## src/rtl/lcd_strobe_pkg.sv

```systemverilog
package lcd_strobe_pkg;
    // Positions within a line, in pixel ticks
    localparam int LP_TS         = 9;   // line pulse covers h < LP_TS
    localparam int FP_EDGE_TS    = 18;  // frame pulse boundary
    localparam int DISP_START_TS = 10;  // first display tick
    localparam int LINE_OVH_TS   = 33;  // fixed overhead per line
    localparam int MOD_ANCHOR_TS = 43;  // toggle offset after the blank span
    localparam int MOD_WRAP_TS   = 2;   // toggle position when it wraps to line 0
    localparam int SLOT_TS       = 4;   // ticks per nibble slot

    typedef struct packed {
        logic lp;
        logic fp;
        logic sh;
        logic md;
    } strobe_t;
endpackage

```

## src/rtl/lcd_pix_tick.sv

```systemverilog
module lcd_pix_tick #(
    parameter int SEL_W = 2
) (
    input  logic             clk,
    input  logic             rst_n,
    input  logic [SEL_W-1:0] div_sel,
    output logic             tick
);
    typedef struct packed {
        logic [SEL_W-1:0] cnt;
    } div_st_t;

    div_st_t st_d, st_q;

    always_comb begin
        st_d   = st_q;
        tick   = (st_q.cnt == div_sel);
        st_d.cnt = tick ? '0 : st_q.cnt + SEL_W'(1);
    end

    always_ff @(posedge clk or negedge rst_n) begin
        if (!rst_n) st_q <= '0;
        else        st_q <= st_d;
    end


    tick_gap_chk: assert property (@(posedge clk) disable iff (!rst_n)
        (tick && div_sel != '0) |=> !tick);
endmodule

```

## src/rtl/lcd_raster_cnt.sv

```systemverilog
module lcd_raster_cnt
    import lcd_strobe_pkg::*;
#(
    parameter int HD_W = 7,
    parameter int HN_W = 5,
    parameter int VL_W = 10,
    parameter int H_W  = 11,
    parameter int V_W  = 11
) (
    input  logic            clk,
    input  logic            rst_n,
    input  logic            tick,
    input  logic [HD_W-1:0] hdisp,
    input  logic [HN_W-1:0] hblank,
    input  logic [VL_W-1:0] vdisp,
    input  logic [VL_W-1:0] vblank,
    output logic [H_W-1:0]  h_q,
    output logic [V_W-1:0]  v_q,
    output logic [H_W-1:0]  h_nx,
    output logic [V_W-1:0]  v_nx,
    output logic [H_W-1:0]  d_span,
    output logic [H_W-1:0]  n_span,
    output logic [V_W-1:0]  v_last
);
    typedef struct packed {
        logic [H_W-1:0] h;
        logic [V_W-1:0] v;
    } pos_t;

    pos_t           pos_d, pos_q;
    logic [H_W-1:0] line_len;

    always_comb begin
        d_span   = (H_W'(hdisp) + H_W'(1)) << 3;
        n_span   = (H_W'(hblank) + H_W'(1)) << 3;
        line_len = d_span + n_span + H_W'(LINE_OVH_TS);
        v_last   = V_W'(vdisp) + V_W'(vblank) + V_W'(1);

        if (pos_q.h == line_len - H_W'(1)) begin
            h_nx = '0;
            v_nx = (pos_q.v == v_last) ? '0 : pos_q.v + V_W'(1);
        end else begin
            h_nx = pos_q.h + H_W'(1);
            v_nx = pos_q.v;
        end

        pos_d = pos_q;
        if (tick) begin
            pos_d.h = h_nx;
            pos_d.v = v_nx;
        end
    end

    always_ff @(posedge clk or negedge rst_n) begin
        if (!rst_n) pos_q <= '0;
        else        pos_q <= pos_d;
    end

    assign h_q = pos_q.h;
    assign v_q = pos_q.v;


    h_range_chk: assert property (@(posedge clk) disable iff (!rst_n)
        h_q < line_len);


    frame_wrap_chk: assert property (@(posedge clk) disable iff (!rst_n)
        (tick && h_q == line_len - H_W'(1) && v_q == v_last) |=> (h_q == '0 && v_q == '0));
endmodule

```

## src/rtl/lcd_strobe_gen.sv

```systemverilog
module lcd_strobe_gen
    import lcd_strobe_pkg::*;
#(
    parameter int DIV_W  = 2,
    parameter int HD_W   = 7,
    parameter int HN_W   = 5,
    parameter int VL_W   = 10,
    parameter int DATA_W = 4
) (
    input  logic              clk,
    input  logic              rst_n,
    input  logic [DIV_W-1:0]  cfg_div,
    input  logic [HD_W-1:0]   cfg_hdisp,
    input  logic [HN_W-1:0]   cfg_hblank,
    input  logic [VL_W-1:0]   cfg_vdisp,
    input  logic [VL_W-1:0]   cfg_vblank,
    output logic              pix_req,
    input  logic              pix_valid,
    input  logic [DATA_W-1:0] pix_data,
    output logic              lcd_frame,
    output logic              lcd_line,
    output logic              lcd_shift,
    output logic              lcd_mod,
    output logic [DATA_W-1:0] lcd_data
);
    localparam int H_W = $clog2((2**HD_W) * 8 + (2**HN_W) * 8 + LINE_OVH_TS + 1);
    localparam int V_W = VL_W + 1;

    typedef struct packed {
        strobe_t           st;
        logic [DATA_W-1:0] data;
    } out_t;

    logic           tick;
    logic [H_W-1:0] h_q, h_nx, d_span, n_span, k_nx, ph_nx;
    logic [V_W-1:0] v_q, v_nx, v_last;
    logic           disp_line_nx, in_disp_nx, slot_nx, fp_nx, tog_nx;
    out_t           out_d, out_q;

    lcd_pix_tick #(.SEL_W(DIV_W)) u_tick (
        .clk(clk), .rst_n(rst_n), .div_sel(cfg_div), .tick(tick)
    );

    lcd_raster_cnt #(
        .HD_W(HD_W), .HN_W(HN_W), .VL_W(VL_W), .H_W(H_W), .V_W(V_W)
    ) u_raster (
        .clk(clk), .rst_n(rst_n), .tick(tick),
        .hdisp(cfg_hdisp), .hblank(cfg_hblank), .vdisp(cfg_vdisp), .vblank(cfg_vblank),
        .h_q(h_q), .v_q(v_q), .h_nx(h_nx), .v_nx(v_nx),
        .d_span(d_span), .n_span(n_span), .v_last(v_last)
    );

    always_comb begin
        k_nx         = h_nx - H_W'(DISP_START_TS);
        ph_nx        = k_nx % H_W'(SLOT_TS);
        disp_line_nx = (v_nx <= V_W'(cfg_vdisp));
        in_disp_nx   = disp_line_nx && (h_nx >= H_W'(DISP_START_TS))
                       && (h_nx < d_span + H_W'(DISP_START_TS));
        slot_nx      = in_disp_nx && (ph_nx == '0);
        fp_nx        = ((v_nx == v_last) && (h_nx >= H_W'(FP_EDGE_TS)))
                       || ((v_nx == '0) && (h_nx < H_W'(FP_EDGE_TS)));
        if (cfg_hdisp == '0)
            tog_nx = (v_nx == '0) && (h_nx == H_W'(MOD_WRAP_TS));
        else
            tog_nx = (v_nx == v_last) && (h_nx == n_span + H_W'(MOD_ANCHOR_TS));

        pix_req = tick && slot_nx;

        out_d = out_q;
        if (tick) begin
            out_d.st.lp = (h_nx < H_W'(LP_TS));
            out_d.st.fp = fp_nx;
            out_d.st.sh = in_disp_nx && (ph_nx < H_W'(SLOT_TS / 2));
            out_d.st.md = out_q.st.md ^ tog_nx;
            if (slot_nx)
                out_d.data = pix_valid ? pix_data : '0;
            else if (!in_disp_nx)
                out_d.data = '0;
        end
    end

    always_ff @(posedge clk or negedge rst_n) begin
        if (!rst_n) begin
            out_q       <= '0;
            out_q.st.lp <= 1'b1;
            out_q.st.fp <= 1'b1;
        end else begin
            out_q <= out_d;
        end
    end

    assign lcd_line  = out_q.st.lp;
    assign lcd_frame = out_q.st.fp;
    assign lcd_shift = out_q.st.sh;
    assign lcd_mod   = out_q.st.md;
    assign lcd_data  = out_q.data;


    line_rise_chk: assert property (@(posedge clk) disable iff (!rst_n)
        $rose(lcd_line) |-> (h_q == '0));


    frame_fall_chk: assert property (@(posedge clk) disable iff (!rst_n)
        $fell(lcd_frame) |-> (h_q == H_W'(FP_EDGE_TS) && v_q == '0));


    mod_tick_chk: assert property (@(posedge clk) disable iff (!rst_n)
        !$stable(lcd_mod) |-> $past(tick));


    req_tick_chk: assert property (@(posedge clk) disable iff (!rst_n)
        pix_req |-> tick);


    pulse_data_chk: assert property (@(posedge clk) disable iff (!rst_n)
        lcd_line |-> (lcd_data == '0));


    blank_shift_chk: assert property (@(posedge clk) disable iff (!rst_n)
        (v_q > V_W'(cfg_vdisp)) |-> !lcd_shift);
endmodule

```

## config.mk

```make
export PLATFORM = sky130hd
export DESIGN_NAME = lcd_strobe_gen
export DESIGN_NICKNAME = d
export VERILOG_FILES = /design/src/rtl/lcd_strobe_pkg.sv /design/src/rtl/lcd_pix_tick.sv /design/src/rtl/lcd_raster_cnt.sv /design/src/rtl/lcd_strobe_gen.sv
export SDC_FILE = /design/constraint.sdc
export NUM_CORES = 1
export LEC_CHECK = 0
export BUFFER_PORTS_ARGS = -buffer_cell sky130_fd_sc_hd__buf_4
export CORE_MARGIN = 4
export CORE_UTILIZATION = 45
export DETAILED_ROUTE_END_ITERATION = 12
export PLACE_DENSITY = 0.69
export SYNTH_ARGS = -nofsm -noshare
export SYNTH_HDL_FRONTEND = slang
export SYNTH_SLANG_ARGS = --single-unit
```

## constraint.sdc

```tcl
create_clock -name clk -period 19 [get_ports clk]
set_input_delay 1.9 -clock clk [delete_from_list [all_inputs] [get_ports clk]]
set_output_delay 1.9 -clock clk [all_outputs]
set_load 0.02 [all_outputs]
```

==> impl_metrics.env <==
export IMPL_layout_drive_gt1_share=0.130
export IMPL_postLayoutCoreUtil=0.520
export IMPL_endpoint_kind="output pin"
export IMPL_crit_path_max_fanout=21
export IMPL_hold_path_class="reg -> reg"
export IMPL_via_per_inst=5.93
export IMPL_ir_worst_vdd_mv=0.137
export IMPL_cts_root_buf="clkbuf_8"
export IMPL_syn_inst=599
export IMPL_maxCapViolCount=0
export IMPL_hold_viol=0
export IMPL_reg2regPathDepth=19
export IMPL_drt_iter0_markers=384
export IMPL_cts_tree="built"
export IMPL_grt_busiest_layer="met1"
export IMPL_setup_viol=0
export IMPL_routed_wl_um=13100
export IMPL_arrival_ns=7.91
export IMPL_clock_latency_ns=0.30
export IMPL_yosysMostFrequentCell="nand2_1"
export IMPL_numCtsBuffers=5
export IMPL_clock_path_buffers=2
export IMPL_async_flop_share=1.00
export IMPL_grt_usage=0.228
export IMPL_max_freq_mhz=102
export IMPL_use_met2=0.342
export IMPL_grt_pass1_vias=4333
export IMPL_die_area_um2=12000
export IMPL_r2r_start="u_raster.h_q[0]$_DFFE_PN0P_"
export IMPL_grt_max_degree=33
export IMPL_drtAntennaViolNets=0
export IMPL_diodes=0
export IMPL_path_class="in -> out"
export IMPL_die_x_um=109
export IMPL_grt_antenna_before_repair=0
export IMPL_htreeDepth=2
export IMPL_slew_headroom=0.332
export IMPL_start_util=0.467
export IMPL_p_leak_nw=2.36
export IMPL_vias=4533
export IMPL_path_clk_slew_ns=0.07
export IMPL_r2r_setup_slack_ns=13.98
export IMPL_syn_cell_area_um2=4630
export IMPL_post_cts_buffers=0
export IMPL_fin_nets=722
export IMPL_r2r_end="lcd_data[1]$_DFFE_PN0P_"
export IMPL_fill_cells=985
export IMPL_grt_overflow_total=0
export IMPL_use_met3=0.0446
export IMPL_syn_nets=690
export IMPL_startpoint="cfg_hblank[0]"
export IMPL_core_area_um2=9910
export IMPL_cp_start_kind="input pin"
export IMPL_drc=0
export IMPL_synth_warnings=0
export IMPL_worst_endpoint_required_ns=17.10
export IMPL_die_h_um=109
export IMPL_fin_crit_sh=0.517
export IMPL_ios=50
export IMPL_hpwl_um=10600
export IMPL_cts_sinks=32
export IMPL_cts_resized=0
export IMPL_final_setup_tns_ns=0
export IMPL_synth_top_area_cell="dfrtp_1"
export IMPL_fin_skew_ns=0.0152
export IMPL_p_per_area_nw_per_um2=94.1
export IMPL_ys_flop_type="dfrtp_1"
export IMPL_synth_distinct_cells=78
export IMPL_rows=36
export IMPL_first_pass_iters=5
export IMPL_rsz0062_at_grt="no"
export IMPL_wl_per_cell_um=17.1
export IMPL_place_gp_congestion=0.947
export IMPL_port_buffer_count=49
export IMPL_synth_area_leaders="dfrtp_1 16%, ha_1 13%, xnor2_1 7.2%"
export IMPL_fin_crit_ns=9.81
export IMPL_status="finished, final reports clean"
export IMPL_synth_edf_count=0
export IMPL_maxSlewViolCount=0
export IMPL_critPathCapture="pix_req"
export IMPL_synth_ff_latch_count=32
export IMPL_synthDominantCellAreaShare=0.162
export IMPL_synth_avg_cell_area_um2=7.72
export IMPL_worst_slew_pin_slew_ns=1.00
export IMPL_grtUsageMet1=0.346
export IMPL_cts_hold_buf=0
export IMPL_grt_pass1_wl_um=21700
export IMPL_syn_to_final_growth_pct=11.4
export IMPL_synth_top_cells_by_count="77 x nand2_1, 48 x ha_1, 38 x xnor2_1"
export IMPL_ys_seq_area_frac=0.174
## cell families (layout without fill, tap and decap cells)
group,count (synthesis),after routing,synth area share
multiplexers,4,4,0.00893
flip-flops,32,32,0.174
AO/OA/AOI/OAI,153,153,0.230
AND/OR/NAND/NOR,227,227,0.249
XOR/XNOR,72,72,0.147
adder cells (fa/ha/maj),50,50,0.138
buffers and inverters,61,94,0.0530
## report_power, final
| part | leakage (nW) | switching, W | internal [W] |
|---|---|---|---|
| Sequential | 0.421 | 0.0000306 | 0.0000903 |
| Combinational | 1.90 | 0.000185 | 0.000122 |
| Clock | 0.0445 | 0.0000282 | 0.0000295 |
## stage by stage
stage / cells / total power [W] / instance area [um^2] / setup slack, ns / hold WS [ns]
2_1_floorplan: 599 / 0.000339 / 4630 / 9.99 / 0.467
3_3_place_gp: 757 / 0.000418 / 5060 / 9.42 / 0.462
3_5_place_dp: 757 / 0.000422 / 5060 / 9.23 / 0.469
4_1_cts: 765 / 0.000480 / 5150 / 9.21 / 0.485
5_1_grt: 765 / 0.000526 / 5150 / 8.83 / 0.509
6_report: 765 / 0.000485 / 5150 / 9.19 / 0.479
## worst max-delay path, stage by stage
cell and delay (ns):
buf_4 0.11, inv_1 0.08, ha_1 0.36, inv_1 0.08, ha_1 0.28, ha_1 0.19, inv_1 0.07, fa_1 0.49
xor2_1 0.18, nand3b_1 0.11, nor4_2 0.32, o2111a_1 0.37, nand2_1 0.55, o31ai_4 0.50, ha_1 0.31, nor2b_1 0.13
o21a_1 0.16, o21a_1 0.16, o21a_1 0.16, o21a_1 0.16, o21a_1 0.15, o21ai_0 0.14, a21oi_1 0.09, o21ai_0 0.25
o2111ai_1 0.28, nor2_1 0.16, buf_4 0.16
## layout by cell type (no fill, tap or decap), types with 3 or more instances in the layout
cell type,synthesis,layout
nand2_1,77,77
buf_4,0,51
ha_1,48,48
xnor2_1,38,38
inv_1,35,35
a21oi_1,34,34
o21ai_0,33,33
nor2_1,32,32
nand3_1,30,30
xor2_1,30,30
dfrtp_1,30,30
and3_1,18,18
nor3_1,16,16
a31oi_1,12,12
a21o_1,11,11
nand4_1,8,8
o31ai_1,7,7
o21a_1,7,7
nor2b_1,6,6
clkbuf_8,0,6
o22ai_1,5,5
nand2b_1,5,5
and2_1,4,4
or4_1,4,4
or3_1,4,4
nor4_1,4,4
o21bai_1,4,4
a211oi_1,4,4
mux2i_1,3,3
a211o_1,3,3
nand3b_1,3,3
o21ai_1,3,3
xnor3_1,3,3
## sequential cells by signal (all words and copies together) (netlist names)
| register | cells |
|---|---|
| lcd_line | 1 |
| lcd_mod | 1 |
| lcd_data | 4 |
| u_tick.st_q | 2 |
| u_raster.h_q | 11 |
| u_raster.v_q | 11 |
| lcd_frame | 1 |
| lcd_shift | 1 |
## routing by layer
layer	wire (um)	part of all wire
met3	967	0.074
met1	6330	0.48
met5	0	0
met4	91	0.0069
met2	5730	0.44
## layout make-up
type	count	area [um^2]	share of cell area
Clock buffer	7	86.3	0.0167
Clock inverter	1	7.51	0.00146
Inverter	35	131	0.0255
Multi-Input combinational cell	506	3580	0.694
Sequential cell	32	803	0.156
Tap cell	133	166	0.0323
Timing Repair Buffer	51	383	0.0743
## how the worst min path moves through the flow
stage                                  start                  endpoint  slack [ns]  depth (start not counted)
finish                   lcd_mod$_DFFE_PN0P_       lcd_mod$_DFFE_PN0P_        0.48                          1
global placement         lcd_mod$_DFFE_PN0P_       lcd_mod$_DFFE_PN0P_        0.46                          1
floorplan           u_tick.st_q[0]$_DFF_PN0_  u_tick.st_q[0]$_DFF_PN0_        0.47                          1
CTS                      lcd_mod$_DFFE_PN0P_       lcd_mod$_DFFE_PN0P_        0.48                          1
global route             lcd_mod$_DFFE_PN0P_       lcd_mod$_DFFE_PN0P_        0.51                          1
detailed placement       lcd_mod$_DFFE_PN0P_       lcd_mod$_DFFE_PN0P_        0.47                          1
No activity file was read; power rests on OpenSTA's default activity.
